[src/rtl/xcvr_pkg.sv]
package xcvr_pkg;
    typedef enum logic [1:0] {
        LAT_IDLE = 2'd0,
        LAT_OPEN = 2'd1,
        LAT_SHUT = 2'd2
    } lat_state_t;
endpackage

[src/rtl/xcvr_bank.sv]
module xcvr_bank
    import xcvr_pkg::*;
#(
    parameter int W = 8
) (
    input  logic         clk,
    input  logic         rst,
    input  logic         sel_n,
    input  logic         load_n,
    input  logic [W-1:0] din,
    output logic [W-1:0] q,
    output lat_state_t   state_o
);
    lat_state_t state, nxt;
    logic       cap;

    // state register
    always_ff @(posedge clk) begin
        if (rst) state <= LAT_IDLE;
        else     state <= nxt;
    end

    // next state and capture strobe
    always_comb begin
        nxt = state;
        cap = 1'b0;
        unique case (state)
            LAT_IDLE: begin
                if (!sel_n) begin
                    if (!load_n) begin
                        nxt = LAT_OPEN;
                        cap = 1'b1;
                    end else begin
                        nxt = LAT_SHUT;
                    end
                end
            end
            LAT_OPEN: begin
                if (sel_n) begin
                    nxt = LAT_IDLE;
                end else begin
                    cap = 1'b1;
                    nxt = load_n ? LAT_SHUT : LAT_OPEN;
                end
            end
            LAT_SHUT: begin
                if (sel_n) begin
                    nxt = LAT_IDLE;
                end else if (!load_n) begin
                    nxt = LAT_OPEN;
                    cap = 1'b1;
                end
            end
            default: nxt = LAT_IDLE;
        endcase
    end

    // storage
    always_ff @(posedge clk) begin
        if (rst)      q <= '0;
        else if (cap) q <= din;
    end

    assign state_o = state;
endmodule

[src/rtl/xcvr_drive_ctl.sv]
module xcvr_drive_ctl (
    input  logic clk,
    input  logic rst,
    input  logic ab_sel_n,
    input  logic ab_load_n,
    input  logic ab_oe_n,
    input  logic ba_sel_n,
    input  logic ba_load_n,
    input  logic ba_oe_n,
    output logic a_drive,
    output logic b_drive,
    output logic clash
);
    logic want_b, want_a, ab_clear, ba_clear;

    always_comb begin
        want_b   = !ab_sel_n && !ab_oe_n;
        want_a   = !ba_sel_n && !ba_oe_n;
        ab_clear = !(!ab_sel_n && !ab_load_n);
        ba_clear = !(!ba_sel_n && !ba_load_n);
    end

    always_ff @(posedge clk) begin
        if (rst) begin
            a_drive <= 1'b0;
            b_drive <= 1'b0;
            clash   <= 1'b0;
        end else begin
            b_drive <= want_b && ba_clear;
            a_drive <= want_a && ab_clear;
            clash   <= want_a && want_b;
        end
    end
endmodule

[src/rtl/bidir_latch_xcvr.sv]
module bidir_latch_xcvr
    import xcvr_pkg::*;
#(
    parameter int W = 8
) (
    input  logic         clk,
    input  logic         rst,
    input  logic [W-1:0] a_in,
    output logic [W-1:0] a_out,
    output logic         a_drive,
    input  logic [W-1:0] b_in,
    output logic [W-1:0] b_out,
    output logic         b_drive,
    input  logic         ab_sel_n,
    input  logic         ab_load_n,
    input  logic         ab_oe_n,
    input  logic         ba_sel_n,
    input  logic         ba_load_n,
    input  logic         ba_oe_n,
    output logic         clash
);
    lat_state_t fwd_state, rev_state;

    xcvr_bank #(.W(W)) u_fwd (
        .clk(clk), .rst(rst), .sel_n(ab_sel_n), .load_n(ab_load_n),
        .din(a_in), .q(b_out), .state_o(fwd_state)
    );

    xcvr_bank #(.W(W)) u_rev (
        .clk(clk), .rst(rst), .sel_n(ba_sel_n), .load_n(ba_load_n),
        .din(b_in), .q(a_out), .state_o(rev_state)
    );

    xcvr_drive_ctl u_drv (
        .clk(clk), .rst(rst),
        .ab_sel_n(ab_sel_n), .ab_load_n(ab_load_n), .ab_oe_n(ab_oe_n),
        .ba_sel_n(ba_sel_n), .ba_load_n(ba_load_n), .ba_oe_n(ba_oe_n),
        .a_drive(a_drive), .b_drive(b_drive), .clash(clash)
    );
endmodule

[config.mk]
export PLATFORM = sky130hd
export DESIGN_NAME = bidir_latch_xcvr
export DESIGN_NICKNAME = d
export VERILOG_FILES = /design/src/rtl/xcvr_pkg.sv /design/src/rtl/xcvr_bank.sv /design/src/rtl/xcvr_drive_ctl.sv /design/src/rtl/bidir_latch_xcvr.sv
export SDC_FILE = /design/constraint.sdc
export NUM_CORES = 1
export LEC_CHECK = 0
export ABC_CLOCK_PERIOD_IN_PS = 1650
export BUFFER_PORTS_ARGS = -buffer_cell sky130_fd_sc_hd__buf_2
export CAP_MARGIN = 20
export CORE_MARGIN = 3
export CORE_UTILIZATION = 45
export DETAILED_ROUTE_END_ITERATION = 7
export GPL_TIMING_DRIVEN = 0
export PLACE_DENSITY = 0.81
export REMOVE_ABC_BUFFERS = 1
export SKIP_LAST_GASP = 1
export SYNTH_ARGS = -nofsm -noshare
export SYNTH_HDL_FRONTEND = slang
export SYNTH_SLANG_ARGS = --single-unit
[constraint.sdc]
create_clock -name clk -period 1.65 [get_ports clk]
set_clock_uncertainty 0.1 [all_clocks]
set_input_delay 0.2475 -clock clk [delete_from_list [all_inputs] [get_ports clk]]
set_output_delay 0.2475 -clock clk [all_outputs]
set_load 0.005 [all_outputs]
==> impl_metrics.toml, run 1 <==
[logic_synthesis]
synth.cell_area_um2 = 952.2
synth_top_family_by_area = "simple AND/OR/NAND/NOR gates"
post_synthesis_xor_xnor_area_fraction_pct = 0
yosys_warnings = 0
ys_seq_area_share_pct = 48.36
post_synth_and_or_nand_nor_area_fraction_pct = 27.99
compound_gate_portion_of_the_synthesized_area_pct = 4.336
synthesis.instances = 92
synth_mux_area_share_pct = 16.82
synth.ff_latch_count = 23
yosys.cell_types.count = 17
post_synth.cell_area_avg_um2 = 10.35
adder_and_majority_gate_portion_of_the_synthesized_area_pct = 0

[timing]
fin_crit_ns = 1.550
setup_violations = 0
timing.slew.headroom_pct = 62.77
min_period_over_period_pct = 93.93
timing_hold_violations_final = 0
timing_worst_slew_pin_value_ns = 0.5567
setup-tns-final_ns = 0
fmax_ghz = 0.6452
unrepaired_setup_endpoints_after_global_routing = "no"
number_of_slew_limit_violations_in_the_final_report = 0

[power]
report.power.total_mw = 1.007
switching_power_mw = 0.2467
power.static_leakage_nw = 0.5717
sw_frac_of_total_pct = 24.51
max-vdd-ir-drop_mv = 0.5111
comb_power_share_pct = 14.5
power.clock.fraction_pct = 26.0
sequentialPowerShare_pct = 59.5
intPower_mw = 0.7598
power_density_mw_per_mm2 = 803.7

[layout]
mostFrequentLayoutCell = "buf_2"
final.fill_count = 187
final_cell_mix = "buf_2, nand2b_1, dfxtp_1"
num-nets-final = 162
insertedDiodeCount = 0
final-instance-count-excl-fill = 164
final_layout_size_suffix_gt1_share_pct = 35.77
design_area_mm2 = 0.001252
areaGrowthSynthToFinish_pct = 31.54

[worst_setup_path]
timing.critical_path.to_type = "flip-flop"
cp.arrival_ns = 1.71
worst-path-buf-inv = 3
cp_slowest_stage_delay_ns = 0.57
ff_to_ff_end = "u_rev.q[1]$_SDFFE_PP0P_"
category_of_the_critical_setup_timing_path = "in -> reg"
critical_path.startpoint = "ab_oe_n"
crit_path_cell_trace = "dlygate4sd3_1, buf_2, nor4b_2, dlygate4sd3_1"
worst-r2r-cell-count = 3
setup.worst_path.start_class = "primary input"
r2r-start = "u_rev.state_o[0]$_SDFFE_PP0P_"
critPathMaxFanout = 2
worst_path_dominant_cell_family = "buffers and inverters"
slowest_stage = "dlygate4sd3_1"
cp_num_cells = 4
timing.critical_path.required_ns = 1.81
worst-r2r-setup-slack_ns = 0.25
timing.critical_path.to = "u_drv.clash$_SDFF_PP0_"
cell_occurring_most_often_along_the_worst_timing_path = "dlygate4sd3_1"

[cts]
clockRootBuffer = "clkbuf_4"
cts-root-to-sink-buffers = 2
cts_buffers = 3
cts_num_sinks = 23
tritoncts_clock_tree = "built"
htreeDepth = 1
clk_pin_slew_ns = 0.13
clk-insertion-delay-late_ns = 0.31
post-cts-setup-buffers = 0

[route]
drt_drc_violations_left = 0
route.detailed.wl_per_inst_um = 10.92
route.antenna.remaining_nets = 0
postRouteWirelength_um = 1791
detail_route.first_pass.iterations = 3
dr.max_layer_used = "met4"
num_vias = 775
initialDrtViolationCount = 6
wl_met1_um = 752
dr_wl_met3_um = 162
wl_met2_um = 851
viasPerCell = 4.726

[floorplanning]
die_area_mm2 = 0.002704
die_height_um = 52
row_count = 16
initial_core_util_pct = 48.04
io_pins = 43
core_region_area_mm2 = 0.001982
die_w_um = 52

[grt]
overflow_left_after_global_routing = 0
via_count_of_the_first_global_routing_pass = 719
gr-usage-all-layers_pct = 14.54
largest_net_degree_at_the_start_of_global_routing = 39
grt_pass1_wl_um = 2946
antenna_found_initial = 0

[placed_design]
numPortBuffers = 42
numPlacedInstances = 156
detailed_place.area_mm2 = 0.001176
globalplace.congestion = 0.6073

[job]
cap_violations = 0

[worst_hold_path]
hold_path.class = "in -> reg"

[status]
status = "finished, final reports clean"
final cells by class:
class	count	area (µm²)	share of cell area, %
timing repair buffer	46	250.2	19.98
tap	27	33.78	2.697
clock inverter	1	7.507	0.5994
clock buffer	3	22.52	1.798
sequential	23	460.4	36.76
multi-input combinational	63	474.2	37.86
inverter	1	3.754	0.2997
power groups by stage:
| stage | Clock [mW] | Sequential (mW) | Combinational (mW) |
|---|---|---|---|
| 6_report | 0.262 | 0.599 | 0.146 |
| 3_5_place_dp | 0 | 0.611 | 0.142 |
| 5_1_grt | 0.297 | 0.603 | 0.164 |
| 3_3_place_gp | 0 | 0.610 | 0.137 |
| 2_1_floorplan | 0 | 0.613 | 0.0666 |
| 4_1_cts | 0.278 | 0.599 | 0.146 |
per-layer routing:
layer  vias up  GRT usage [%]
li1        395              -
met1       346          17.14
met2        30          24.69
met3         4          3.438
met4         0          6.550
met5         -              0
worst min path at each step:
stage          startpoint                             to  cells after the start
4_1_cts         ab_load_n  u_fwd.state_o[0]$_SDFFE_PP0P_                      2
3_5_place_dp      ba_oe_n         u_drv.clash$_SDFF_PP0_                      2
2_1_floorplan   ab_load_n  u_fwd.state_o[0]$_SDFFE_PP0P_                      1
6_report        ba_load_n  u_rev.state_o[0]$_SDFFE_PP0P_                      2
3_3_place_gp      ab_oe_n         u_drv.clash$_SDFF_PP0_                      2
5_1_grt         ba_load_n  u_rev.state_o[0]$_SDFFE_PP0P_                      2
worst reg2reg max path: stages, from the launching register on:
cell and delay, ns:
dfxtp_1 0.44, nor2b_2 0.08, a211oi_4 0.46, mux2i_1 0.26
through the flow:
step	hold slack (ns)	setup slack, ns	utilization (%)
after floorplan	0.2226	0.4098	-
after CTS	0.002378	0.1076	62.37
after global placement	0.3302	0.2424	59.34
after detailed placement	0.3315	0.2123	59.34
final	0.03319	0.1002	63.19
after global routing	0.02253	0.06026	63.19
repair_timing:
item,4_1_cts,5_1_grt
hold buffers,3,1
endpoints found under the hold margin,3,1
resized for setup,0,1
setup endpoints to repair,0,1
sequential cells by signal, summed over array words and instances, names as in the netlist:
name / count
u_drv.a_drive: 1
u_fwd.state_o: 2
u_drv.b_drive: 1
u_drv.clash: 1
u_rev.state_o: 2
u_rev.q: 8
u_fwd.q: 8
Yosys cell counts:
master / count / area share, %
nor4b_1: 1 / 0.92
clkbuf_1: 4 / 1.6
dfxtp_1: 23 / 48
nor3b_1: 2 / 1.6
mux2i_1: 16 / 17
a211oi_4: 1 / 2.1
a2111oi_0: 1 / 0.92
o21a_1: 1 / 0.79
nor2b_2: 1 / 0.92
nor4_1: 2 / 1.3
a21oi_1: 1 / 0.53
inv_1: 1 / 0.39
nand2_1: 1 / 0.39
nand2b_1: 32 / 21
nor2_1: 3 / 1.2
buf_2: 1 / 0.53
and3_1: 1 / 0.66
kinds of logic (layout without fill, tap and decap cells):
group           count (synthesis)  in the layout
compound gates                  4              4
buf+inv                         6             51
flops                          23             23
mux                            16             16
simple gates                   43             43
Power figures use the tool's default switching activity.
==> run 2: changes to the inputs <==
--- a/config.mk
+++ b/config.mk
@@ -5,14 +5,14 @@
 export SDC_FILE = /design/constraint.sdc
 export NUM_CORES = 1
 export LEC_CHECK = 0
-export ABC_CLOCK_PERIOD_IN_PS = 1650
+export ABC_CLOCK_PERIOD_IN_PS = 1400
 export BUFFER_PORTS_ARGS = -buffer_cell sky130_fd_sc_hd__buf_2
 export CAP_MARGIN = 20
 export CORE_MARGIN = 3
-export CORE_UTILIZATION = 45
+export CORE_UTILIZATION = 40
 export DETAILED_ROUTE_END_ITERATION = 7
 export GPL_TIMING_DRIVEN = 0
-export PLACE_DENSITY = 0.81
+export PLACE_DENSITY = 0.76
 export REMOVE_ABC_BUFFERS = 1
 export SKIP_LAST_GASP = 1
 export SYNTH_ARGS = -nofsm -noshare
==> constraint.sdc (replaced) <==
create_clock -name clk -period 1.4 [get_ports clk]
set_clock_uncertainty 0.1 [all_clocks]
set_input_delay 0.21 -clock clk [delete_from_list [all_inputs] [get_ports clk]]
set_output_delay 0.21 -clock clk [all_outputs]
set_load 0.05 [all_outputs]
==> run 2 against run 1 <==
Net effect:
- routed wire length grew 4.7%
- sequential cell count is the same
- clock power grew 14%
- cell area grew 1.8%
- setup slack gained 0.032 ns
- total power grew 28%
- count of clock-buffer cells in the layout grew 1
- register-to-register slack lost 0.12 ns
- critical path type is now reg -> reg
- largest cell class unchanged
==> impl_metrics.toml, run 2 (synthesis gave the netlist of run 1 again) <==
[status]
status = "finished, final reports clean"

[timing]
timing_worst_slew_pin_value_ns = 0.4624
fin_crit_ns = 1.268
setup-tns-final_ns = 0
timing_hold_violations_final = 0
hold_slack_ns = 0.05012
timing.slew.headroom_pct = 69.18
setup_violations = 0
min_period_over_period_pct = 90.55
fmax_ghz = 0.7888
fin_ws_ns = 0.1323
number_of_slew_limit_violations_in_the_final_report = 0
unrepaired_setup_endpoints_after_global_routing = "no"

[cts]
cts_buffers = 3
clockRootBuffer = "clkbuf_4"
cts-root-to-sink-buffers = 2
htreeDepth = 1
cts_num_sinks = 23
tritoncts_clock_tree = "built"
clk_pin_slew_ns = 0.12
clk-insertion-delay-late_ns = 0.30

[route]
route.detailed.wl_per_inst_um = 11.23
num_vias = 763
route.antenna.remaining_nets = 0
postRouteWirelength_um = 1876
detail_route.first_pass.iterations = 4
initialDrtViolationCount = 10
viasPerCell = 4.569
drt_drc_violations_left = 0

[worst_setup_path]
timing.critical_path.required_ns = 1.54
timing.critical_path.to = "u_rev.q[2]$_SDFFE_PP0P_"
ff_to_ff_end = "u_rev.q[2]$_SDFFE_PP0P_"
cp.arrival_ns = 1.41
timing.critical_path.to_type = "flip-flop"
worst-r2r-cell-count = 4
r2r-start = "u_rev.state_o[0]$_SDFFE_PP0P_"
worst-r2r-setup-slack_ns = 0.13
category_of_the_critical_setup_timing_path = "reg -> reg"
critPathMaxFanout = 8
critical_path.startpoint = "u_rev.state_o[0]$_SDFFE_PP0P_"
setup.worst_path.start_class = "flip-flop"

[layout]
largestRegisters = "u_fwd.q x8, u_rev.q x8"
final_layout_size_suffix_gt1_share_pct = 35.25
final_cell_mix = "buf_2, nand2b_1, dfxtp_1"
utilization_pct = 57.09
final.fill_count = 217
num-nets-final = 164
seq_area_um2 = 460.4
mostFrequentLayoutCell = "buf_2"
areaGrowthSynthToFinish_pct = 33.90
insertedDiodeCount = 0
area_occupied_by_multi_input_gates_um2 = 469.2

[floorplanning]
initial_core_util_pct = 42.63
die_w_um = 54.79
io_pins = 43
core_region_area_mm2 = 0.002233
row_count = 17
die_area_mm2 = 0.003002
die_height_um = 54.79

[grt]
antenna_found_initial = 0
via_count_of_the_first_global_routing_pass = 674
grt_pass1_wl_um = 2953
largest_net_degree_at_the_start_of_global_routing = 39
overflow_left_after_global_routing = 0
gr-usage-all-layers_pct = 13.60

[placed_design]
dp_hpwl_um = 1343
globalplace.congestion = 0.6269
dpl_worst_slack_ns = -0.004029
numPortBuffers = 42

[power]
power.static_leakage_nw = 0.5830
report.power.total_mw = 1.288
power_density_mw_per_mm2 = 1010
max-vdd-ir-drop_mv = 0.5802

[job]
cap_violations = 0

[worst_hold_path]
hold_path.class = "in -> reg"
run 2: changes by cell type in the layout (fill, tap and decap cells not counted):
cell | before | now
clkinvlp_4 | 1 | 0
clkbuf_1 | 0 | 1
o21a_1 | 1 | 0
o21a_2 | 0 | 1
nor4b_2 | 1 | 0
nor4b_1 | 0 | 1
buf_12 | 0 | 1
dlygate4sd3_1 | 4 | 5
run 2: layout make-up:
type	count	area share (%)
timing repair buffer	48	21.98
inverter	1	0.2944
clock buffer	4	2.061
multi-input combinational	63	36.80
tap	28	2.748
sequential	23	36.11
run 2: worst min path at each step:
stage          startpoint                       endpoint  slack [ns]  depth (start not counted)
2_1_floorplan   ab_load_n  u_fwd.state_o[0]$_SDFFE_PP0P_        0.19                          1
3_3_place_gp      ba_oe_n         u_drv.clash$_SDFF_PP0_        0.29                          2
3_5_place_dp      ba_oe_n         u_drv.clash$_SDFF_PP0_        0.30                          2
4_1_cts           b_in[7]        u_rev.q[7]$_SDFFE_PP0P_        0.03                          3
5_1_grt           a_in[5]        u_fwd.q[5]$_SDFFE_PP0P_        0.02                          3
6_report          a_in[5]        u_fwd.q[5]$_SDFFE_PP0P_        0.05                          3
run 2: critical path, stage by stage, from the launching register on:
cell and delay, ns:
dfxtp_1 0.43, nor2b_2 0.08, a211oi_4 0.24, buf_12 0.17, mux2i_1 0.18
run 2: what timing repair did:
action	in CTS	in global routing
pin swaps	1	0
hold endpoints to repair	5	0
gates resized for setup	0	1
endpoints found under the setup margin	2	8
hold buffers	5	0
buffers inserted	1	0
run 2: layer usage:
layer / up-vias / routed length [µm] / global-route usage [%]
li1: 399 / - / -
met1: 337 / 839 / 18.26
met2: 25 / 875 / 20.08
met3: 2 / 148 / 2.725
met4: 0 / 13 / 7.469
met5: - / 0 / 0
run 2: where the power goes:
group          total, mW  internal (mW)  switching, mW
logic              0.284          0.109          0.175
registers          0.706          0.688         0.0175
clock network      0.298          0.111          0.187
run 2: per-stage QoR:
step                cells  instance area (µm²)
floorplan              87                932.1
global placement      157                 1177
detailed placement    157                 1177
CTS                   167                 1274
global route          167                 1275
finish                167                 1275
